<file path="src/rtl/dlc_pkg.sv">
package dlc_pkg;
  typedef enum logic [1:0] {
    CPY_OK  = 2'd0,
    CPY_GPF = 2'd1,
    CPY_ILL = 2'd2
  } cpy_status_e;

  typedef enum logic [2:0] {
    S_IDLE,
    S_RREQ,
    S_RWAIT,
    S_FLUSH,
    S_WRITE,
    S_DONE
  } cpy_state_e;
endpackage

</file>
<file path="src/rtl/dlc_gather.sv">
module dlc_gather #(
  parameter int WORD_W     = 64,
  parameter int LINE_BYTES = 64
) (
  input  logic                          clk,
  input  logic                          rst_n,
  input  logic                          clear,
  input  logic                          push,
  input  logic [WORD_W-1:0]             push_data,
  input  logic [$clog2(WORD_W/8)-1:0]   byte_off,
  input  logic                          stage_ld,
  output logic [LINE_BYTES*8-1:0]       line
);
  localparam int WORD_BYTES = WORD_W / 8;
  localparam int WORDS      = LINE_BYTES / WORD_BYTES;
  localparam int SLOTS      = WORDS + 1;
  localparam int LINE_W     = LINE_BYTES * 8;
  localparam int OFF_W      = $clog2(WORD_BYTES);
  localparam int IDX_W      = $clog2(SLOTS + 1);

  logic [IDX_W-1:0]        idx_q;
  logic [SLOTS*WORD_W-1:0] flat;
  logic [OFF_W+2:0]        shamt;
  logic [LINE_W-1:0]       shifted;
  logic [LINE_W-1:0]       stage_q;

  always_ff @(posedge clk) begin
    if (!rst_n || clear) idx_q <= '0;
    else if (push)       idx_q <= idx_q + 1'b1;
  end

  for (genvar g = 0; g < SLOTS; g++) begin : g_slot
    logic [WORD_W-1:0] w_q;
    always_ff @(posedge clk) begin
      if (!rst_n)                               w_q <= '0;
      else if (clear)                           w_q <= '0;
      else if (push && idx_q == IDX_W'(g))      w_q <= push_data;
    end
    assign flat[g*WORD_W +: WORD_W] = w_q;
  end

  assign shamt   = {byte_off, 3'b000};
  assign shifted = LINE_W'(flat >> shamt);

  always_ff @(posedge clk) begin
    if (!rst_n)        stage_q <= '0;
    else if (stage_ld) stage_q <= shifted;
  end

  assign line = stage_q;

  AST_PUSH_BOUND: assert property (@(posedge clk) disable iff (!rst_n)
    push |-> idx_q < IDX_W'(SLOTS)) else $error("push beyond slots");
endmodule

</file>
<file path="src/rtl/dlc_ctrl.sv">
module dlc_ctrl
  import dlc_pkg::*;
#(
  parameter int AW         = 48,
  parameter int WORD_W     = 64,
  parameter int LINE_BYTES = 64
) (
  input  logic                         clk,
  input  logic                         rst_n,
  input  logic                         cmd_valid,
  output logic                         cmd_ready,
  input  logic [AW-1:0]                cmd_src,
  input  logic [AW-1:0]                cmd_dst,
  input  logic                         cmd_lock,
  output logic                         rd_req_valid,
  input  logic                         rd_req_ready,
  output logic [AW-1:0]                rd_req_addr,
  input  logic                         rd_rsp_valid,
  output logic                         flush_req,
  input  logic                         flush_ack,
  output logic                         wr_valid,
  input  logic                         wr_ready,
  output logic [AW-1:0]                dst_addr,
  output logic [$clog2(WORD_W/8)-1:0]  src_off,
  output logic                         g_clear,
  output logic                         g_push,
  output logic                         g_stage,
  output logic                         done,
  output logic [1:0]                   status
);
  localparam int WORD_BYTES = WORD_W / 8;
  localparam int WORDS      = LINE_BYTES / WORD_BYTES;
  localparam int OFF_W      = $clog2(WORD_BYTES);
  localparam int LOFF_W     = $clog2(LINE_BYTES);
  localparam int IDX_W      = $clog2(WORDS + 2);

  cpy_state_e        state_q;
  cpy_status_e       stat_q;
  logic [AW-1:0]     base_q;
  logic [AW-1:0]     dst_q;
  logic [OFF_W-1:0]  off_q;
  logic [IDX_W-1:0]  need_q;
  logic [IDX_W-1:0]  cnt_q;
  logic              take;
  logic              last_word;

  assign take      = cmd_valid && cmd_ready;
  assign last_word = rd_rsp_valid && (cnt_q == need_q - 1'b1);

  always_ff @(posedge clk) begin
    if (!rst_n) begin
      state_q <= S_IDLE;
      stat_q  <= CPY_OK;
      base_q  <= '0;
      dst_q   <= '0;
      off_q   <= '0;
      need_q  <= '0;
      cnt_q   <= '0;
    end else begin
      unique case (state_q)
        S_IDLE: if (take) begin
          base_q <= {cmd_src[AW-1:OFF_W], {OFF_W{1'b0}}};
          off_q  <= cmd_src[OFF_W-1:0];
          dst_q  <= cmd_dst;
          cnt_q  <= '0;
          need_q <= (cmd_src[OFF_W-1:0] != '0) ? IDX_W'(WORDS + 1) : IDX_W'(WORDS);
          if (cmd_lock) begin
            stat_q  <= CPY_ILL;
            state_q <= S_DONE;
          end else if (cmd_dst[LOFF_W-1:0] != '0) begin
            stat_q  <= CPY_GPF;
            state_q <= S_DONE;
          end else begin
            stat_q  <= CPY_OK;
            state_q <= S_RREQ;
          end
        end
        S_RREQ:  if (rd_req_ready) state_q <= S_RWAIT;
        S_RWAIT: if (rd_rsp_valid) begin
          cnt_q   <= cnt_q + 1'b1;
          state_q <= last_word ? S_FLUSH : S_RREQ;
        end
        S_FLUSH: if (flush_ack) state_q <= S_WRITE;
        S_WRITE: if (wr_ready)  state_q <= S_DONE;
        S_DONE:  state_q <= S_IDLE;
        default: state_q <= S_IDLE;
      endcase
    end
  end

  assign cmd_ready    = (state_q == S_IDLE);
  assign rd_req_valid = (state_q == S_RREQ);
  assign rd_req_addr  = base_q + (AW'(cnt_q) << OFF_W);
  assign flush_req    = (state_q == S_FLUSH);
  assign wr_valid     = (state_q == S_WRITE);
  assign dst_addr     = dst_q;
  assign src_off      = off_q;
  assign g_clear      = take;
  assign g_push       = (state_q == S_RWAIT) && rd_rsp_valid;
  assign g_stage      = (state_q == S_FLUSH);
  assign done         = (state_q == S_DONE);
  assign status       = stat_q;

  AST_BUSY_AFTER_TAKE: assert property (@(posedge clk) disable iff (!rst_n)
    (cmd_valid && cmd_ready) |=> !cmd_ready) else $error("ready while busy");
  AST_WR_LINE_ALIGNED: assert property (@(posedge clk) disable iff (!rst_n)
    wr_valid |-> dst_addr[LOFF_W-1:0] == '0) else $error("misaligned write");
  AST_RD_HOLD: assert property (@(posedge clk) disable iff (!rst_n)
    (rd_req_valid && !rd_req_ready) |=> rd_req_valid && $stable(rd_req_addr)) else $error("read dropped");
  AST_RD_WORD_ALIGNED: assert property (@(posedge clk) disable iff (!rst_n)
    rd_req_valid |-> rd_req_addr[OFF_W-1:0] == '0) else $error("unaligned read");
  AST_FLUSH_HOLD: assert property (@(posedge clk) disable iff (!rst_n)
    (flush_req && !flush_ack) |=> flush_req) else $error("flush dropped");
  AST_WR_AFTER_ACK: assert property (@(posedge clk) disable iff (!rst_n)
    $rose(wr_valid) |-> $past(flush_req && flush_ack)) else $error("write before flush ack");
  AST_PHASE_EXCL: assert property (@(posedge clk) disable iff (!rst_n)
    $onehot0({rd_req_valid, flush_req, wr_valid})) else $error("phases overlap");
  AST_ONE_BEAT: assert property (@(posedge clk) disable iff (!rst_n)
    (wr_valid && wr_ready) |=> !wr_valid) else $error("second beat");
  AST_DONE_PULSE: assert property (@(posedge clk) disable iff (!rst_n)
    done |=> !done && cmd_ready) else $error("done not a pulse");
endmodule

</file>
<file path="src/rtl/dline_copy.sv">
module dline_copy #(
  parameter int AW         = 48,
  parameter int WORD_W     = 64,
  parameter int LINE_BYTES = 64
) (
  input  logic                    clk,
  input  logic                    rst_n,
  input  logic                    cmd_valid,
  output logic                    cmd_ready,
  input  logic [AW-1:0]           cmd_src,
  input  logic [AW-1:0]           cmd_dst,
  input  logic                    cmd_lock,
  output logic                    rd_req_valid,
  input  logic                    rd_req_ready,
  output logic [AW-1:0]           rd_req_addr,
  input  logic                    rd_rsp_valid,
  input  logic [WORD_W-1:0]       rd_rsp_data,
  output logic                    flush_req,
  output logic [AW-1:0]           flush_addr,
  input  logic                    flush_ack,
  output logic                    wr_valid,
  input  logic                    wr_ready,
  output logic [AW-1:0]           wr_addr,
  output logic [LINE_BYTES*8-1:0] wr_data,
  output logic [LINE_BYTES-1:0]   wr_be,
  output logic                    wr_alloc,
  output logic                    done,
  output logic [1:0]              status
);
  localparam int OFF_W = $clog2(WORD_W / 8);

  logic [AW-1:0]    dst_addr;
  logic [OFF_W-1:0] src_off;
  logic             g_clear;
  logic             g_push;
  logic             g_stage;

  dlc_ctrl #(.AW(AW), .WORD_W(WORD_W), .LINE_BYTES(LINE_BYTES)) u_ctrl (
    .clk          (clk),
    .rst_n        (rst_n),
    .cmd_valid    (cmd_valid),
    .cmd_ready    (cmd_ready),
    .cmd_src      (cmd_src),
    .cmd_dst      (cmd_dst),
    .cmd_lock     (cmd_lock),
    .rd_req_valid (rd_req_valid),
    .rd_req_ready (rd_req_ready),
    .rd_req_addr  (rd_req_addr),
    .rd_rsp_valid (rd_rsp_valid),
    .flush_req    (flush_req),
    .flush_ack    (flush_ack),
    .wr_valid     (wr_valid),
    .wr_ready     (wr_ready),
    .dst_addr     (dst_addr),
    .src_off      (src_off),
    .g_clear      (g_clear),
    .g_push       (g_push),
    .g_stage      (g_stage),
    .done         (done),
    .status       (status)
  );

  dlc_gather #(.WORD_W(WORD_W), .LINE_BYTES(LINE_BYTES)) u_gather (
    .clk       (clk),
    .rst_n     (rst_n),
    .clear     (g_clear),
    .push      (g_push),
    .push_data (rd_rsp_data),
    .byte_off  (src_off),
    .stage_ld  (g_stage),
    .line      (wr_data)
  );

  assign flush_addr = dst_addr;
  assign wr_addr    = dst_addr;
  assign wr_be      = '1;
  assign wr_alloc   = 1'b0;

  AST_WR_PAYLOAD_HOLD: assert property (@(posedge clk) disable iff (!rst_n)
    (wr_valid && !wr_ready) |=> wr_valid && $stable(wr_data) && $stable(wr_addr)) else $error("write payload moved");
endmodule

</file>
<file path="config.mk">
export PLATFORM = sky130hd
export DESIGN_NAME = dline_copy
export DESIGN_NICKNAME = d
export VERILOG_FILES = /design/src/rtl/dlc_pkg.sv /design/src/rtl/dlc_gather.sv /design/src/rtl/dlc_ctrl.sv /design/src/rtl/dline_copy.sv
export SDC_FILE = /design/constraint.sdc
export NUM_CORES = 2
export LEC_CHECK = 0
export CORE_AREA = 2 2 351 353
export CTS_BUF_LIST = sky130_fd_sc_hd__clkbuf_4 sky130_fd_sc_hd__clkbuf_8
export DETAILED_ROUTE_END_ITERATION = 8
export DIE_AREA = 0 0 353 355
export DONT_BUFFER_PORTS = 1
export GPL_ROUTABILITY_DRIVEN = 0
export PLACE_DENSITY_LB_ADDON = 0.15
export SLEW_MARGIN = 0
export SYNTH_ARGS = -nofsm -noshare
export SYNTH_HDL_FRONTEND = slang
export SYNTH_HIERARCHICAL = 1
export SYNTH_SLANG_ARGS = --single-unit
</file>
<file path="constraint.sdc">
create_clock -name clk -period 7.8 [get_ports clk]
set_input_delay 0 -clock clk [delete_from_list [all_inputs] [get_ports clk]]
set_output_delay 0 -clock clk [all_outputs]
set_load 0.02 [all_outputs]
</file>
==> flow_summary.json <==
{
  "buffer_ports.inserted": 0,
  "top_level_pins": 896,
  "layout-area-overhead-vs-synth_pct": 15.91,
  "crit_type": "register to register",
  "wire_per_inst_microns": 30.35,
  "async_reset_ff_share_pct": 0,
  "initial_core_util_pct": 49.68,
  "cts-htree-levels": 4,
  "worstSetupEndpointType": "register",
  "routed_wirelength_mm": 249.6,
  "final_net_count": 6591,
  "report.final.hold_viol_count": 0,
  "clk-insertion-delay-late_ps": 960,
  "drv.max_cap_violation_count": 0,
  "worst-endpoint-required_ps": 8650,
  "detail_route.first_pass.iterations": 7,
  "timing.final.ws_setup_ps": 3606,
  "groute.usage.overall_pct": 38.21,
  "comb_power_share_pct": 10.3,
  "post_cts_resized": 0,
  "synth_area_sq_mm": 0.06031,
  "post-route-period-util_pct": 53.77,
  "outcome": "complete, no violations",
  "power.internal_mw": 10.40,
  "final_core_utilization_pct": 57.58,
  "core-area_sq_mm": 0.1214,
  "hpwlAfterDp_mm": 157.7,
  "place_inst": 7321,
  "worst_ir_drop_vdd_uv": 178.3,
  "critPathArrivalTime_ps": 5050,
  "power_density_mw_per_mm2": 204.6,
  "timing.critical_path.fanout_max": 77,
  "drive_gt1_share_pct": 16.21,
  "post_layout_nonfiller_instances": 8222,
  "p_seq_share_pct": 44.7,
  "antenna_found_initial": 25,
  "totalNegativeSetupSlack_ps": 0,
  "cts_made_buffers": 205,
  "setup_viol": 0,
  "final.hold.worst_slack_ps": 43.47,
  "cts.reportedPaths.clkPinSlew_ps": 70,
  "synth.avg_cell_area_sq_um": 9.508,
  "final_design_area_no_fill_sq_mm": 0.06990,
  "fin_skew_ps": 46.75,
  "slew_viol_final": 0,
  "die_w_microns": 353,
  "die_area_sq_mm": 0.1253,
  "synth_ff_type": "sky130_fd_sc_hd__dfxtp_1",
  "achievable-frequency_ghz": 0.2384,
  "total_power_mw": 14.30,
  "reported_net_switching_power_mw": 3.900,
  "cellLeakagePower_nw": 21.11,
  "clockBufferDepth": 3,
  "drc": 0,
  "ys_seq_area_share_pct": 39.54,
  "minimum_clock_period_ps": 4194,
  "grt_pass1_vias": 49340,
  "ys_ff_latch": 1191,
  "drtIter0Drc": 7744,
  "worstSetupStartpointType": "register",
  "slew_headroom_pct": 5.335,
  "worst_pin_slew_ps": 1415,
  "chipHeight_microns": 355,
  "hp-class": "input pin to register",
  "tritoncts_clock_tree": "built",
  "cts.sinks": 1191,
  "routed-via-count": 53120,
  "clock_tree.root_cell": "sky130_fd_sc_hd__clkbuf_8",
  "grt_first_pass_wirelength_mm": 353.0,
  "dpl_worst_slack_ps": 4191,
  "drt-vias-per-instance": 6.461,
  "rows": 128,
  "share_of_total_power_in_the_clock_network_pct": 45.0,
  "synth-edff-count": 0,
  "overflow_left_after_global_routing": 0,
  "switching_share_pct": 27.27,
  "ys.warnings.count": 6,
  "rsz0062_at_grt": "no",
  "grt_max_degree": 518,
  "dpl_cell_area_sq_mm": 0.05933,
  "netlist-cell-type-count": 59,
  "synth_cells": 6343,
  "number_of_nets_with_antenna_violations_after_detailed_routing": 0
}
[cells in the final DEF, fill, tap and decap left out, types with 6 or more instances in the layout]
cell	instances
sky130_fd_sc_hd__a2111oi_0	6
sky130_fd_sc_hd__a211oi_1	9
sky130_fd_sc_hd__a21oi_1	1176
sky130_fd_sc_hd__a221o_1	30
sky130_fd_sc_hd__and3_1	7
sky130_fd_sc_hd__buf_12	89
sky130_fd_sc_hd__buf_4	38
sky130_fd_sc_hd__bufinv_16	10
sky130_fd_sc_hd__clkbuf_4	77
sky130_fd_sc_hd__clkbuf_8	258
sky130_fd_sc_hd__clkinv_2	22
sky130_fd_sc_hd__conb_1	68
sky130_fd_sc_hd__dfxtp_1	1188
sky130_fd_sc_hd__diode_2	16
sky130_fd_sc_hd__dlygate4sd3_1	434
sky130_fd_sc_hd__ha_1	9
sky130_fd_sc_hd__inv_1	9
sky130_fd_sc_hd__mux2_2	43
sky130_fd_sc_hd__mux2i_1	568
sky130_fd_sc_hd__mux4_2	475
sky130_fd_sc_hd__nand2_1	1343
sky130_fd_sc_hd__nand3_1	19
sky130_fd_sc_hd__nand4_1	11
sky130_fd_sc_hd__nor2_1	31
sky130_fd_sc_hd__nor2b_1	7
sky130_fd_sc_hd__nor3_1	8
sky130_fd_sc_hd__o21ai_0	508
sky130_fd_sc_hd__o221ai_1	6
sky130_fd_sc_hd__xnor2_1	28
sky130_fd_sc_hd__xor2_1	20
[critical path, stage by stage, from the launching register on]
cell and delay (ps):
sky130_fd_sc_hd__dfxtp_1 410, sky130_fd_sc_hd__nand2b_4 200, sky130_fd_sc_hd__or3_4 570, sky130_fd_sc_hd__clkinv_2 110, sky130_fd_sc_hd__nand2b_4 680, sky130_fd_sc_hd__buf_4 580
sky130_fd_sc_hd__buf_4 800, sky130_fd_sc_hd__a21oi_1 80, sky130_fd_sc_hd__dlygate4sd3_1 600
[final timing paths]
kind / startpoint / endpoint / slack [ps] / depth (start not counted)
min reg2reg: u_gather/g_slot[8].w_q[52] / u_gather/g_slot[8].w_q[52] / 460 / 2
max reg2reg: u_ctrl/state_q[0] / u_gather/g_slot[2].w_q[10] / 3610 / 8
max: u_ctrl/state_q[0] / u_gather/g_slot[2].w_q[10] / 3610 / 8
min: rst_n / u_ctrl/cnt_q[3] / 40 / 4
[power groups by stage]
stage	combinational (mW)	sequential [mW]	clock (mW)
after detailed placement	0.935	6.52	0
final	1.47	6.39	6.44
after CTS	1.41	6.38	6.47
after global routing	1.52	6.39	6.77
after floorplan	1.00	6.42	0
after global placement	0.924	6.52	0
[metal layers]
metal / wire (microns) / vias to the layer above / global-route usage, %
met5: 165 / - / 0
met1: 92270 / 26040 / 48.93
met2: 107200 / 3520 / 55.46
met4: 15990 / 24 / 22.43
met3: 33890 / 760 / 13.88
li1: - / 22780 / -
[cell usage after synthesis, types with 3 or more instances]
cell / n / area, sq um
sky130_fd_sc_hd__nand2_1: 1343 / 5041
sky130_fd_sc_hd__dfxtp_1: 1191 / 23840
sky130_fd_sc_hd__a21oi_1: 1176 / 5886
sky130_fd_sc_hd__mux2i_1: 568 / 5685
sky130_fd_sc_hd__o21ai_0: 508 / 2542
sky130_fd_sc_hd__mux4_2: 475 / 10700
sky130_fd_sc_hd__clkbuf_1: 397 / 1490
sky130_fd_sc_hd__buf_4: 134 / 1006
sky130_fd_sc_hd__buf_2: 117 / 585.6
sky130_fd_sc_hd__buf_6: 60 / 675.7
sky130_fd_sc_hd__buf_1: 58 / 217.7
sky130_fd_sc_hd__mux2_2: 43 / 484.2
sky130_fd_sc_hd__nor2_1: 31 / 116.4
sky130_fd_sc_hd__a221o_1: 30 / 300.3
sky130_fd_sc_hd__xnor2_1: 28 / 245.2
sky130_fd_sc_hd__xor2_1: 20 / 175.2
sky130_fd_sc_hd__nand3_1: 19 / 95.09
sky130_fd_sc_hd__nand4_1: 11 / 68.82
sky130_fd_sc_hd__inv_1: 10 / 37.54
sky130_fd_sc_hd__a211oi_1: 9 / 67.56
sky130_fd_sc_hd__ha_1: 9 / 112.6
sky130_fd_sc_hd__nor2b_1: 8 / 50.05
sky130_fd_sc_hd__nor3_1: 8 / 40.04
sky130_fd_sc_hd__and3_1: 7 / 43.79
sky130_fd_sc_hd__a2111oi_0: 6 / 52.55
sky130_fd_sc_hd__o221ai_1: 6 / 52.55
sky130_fd_sc_hd__and4b_1: 5 / 50.05
sky130_fd_sc_hd__nand4b_1: 5 / 43.79
sky130_fd_sc_hd__nor3_2: 5 / 50.05
sky130_fd_sc_hd__nor3b_1: 5 / 37.54
sky130_fd_sc_hd__and2_1: 4 / 25.02
sky130_fd_sc_hd__nand3_2: 4 / 40.04
sky130_fd_sc_hd__nand4bb_1: 4 / 45.04
sky130_fd_sc_hd__nor4bb_1: 4 / 40.04
sky130_fd_sc_hd__conb_1: 3 / 11.26
sky130_fd_sc_hd__nand2b_1: 3 / 18.77
sky130_fd_sc_hd__nand4_2: 3 / 37.54
[state kept, by name (all words and copies together) (netlist names)]
signal               count
u_ctrl/base_q           45
u_ctrl/cnt_q             4
u_ctrl/dst_addr         48
u_ctrl/need_q            2
u_ctrl/src_off           3
u_ctrl/state_q           3
u_ctrl/status            2
u_gather/g_slot.w_q    568
u_gather/idx_q           4
u_gather/line          512
[repair_timing]
item,CTS,global route
buffers inserted,0,0
hold buffers,508,0
endpoints found under the hold margin,1190,0
[layout make-up]
class                           count  area (sq um)
Clock inverter                     40         508.0
Fill cell                       10480         51500
Clock buffer                      335          4129
Multi-Input combinational cell   4440         32800
Sequential cell                  1191         23850
Timing Repair Buffer              564          6494
Inverter                           11         43.79
Tap cell                         1625          2033
Antenna cell                       16         40.04
[cell families after synthesis]
kind of cell    Yosys count  share of synthesized area, %
other cells               3                       0.01867
flops                  1191                         39.54
simple gates           1483                         9.992
buf+inv                 777                         6.660
mux                    1086                         27.97
xor+xnor                 49                        0.7241
compound gates         1744                         14.88
fa+ha+maj                10                        0.2199
Note: power is estimated with default switching activity, not from simulation.
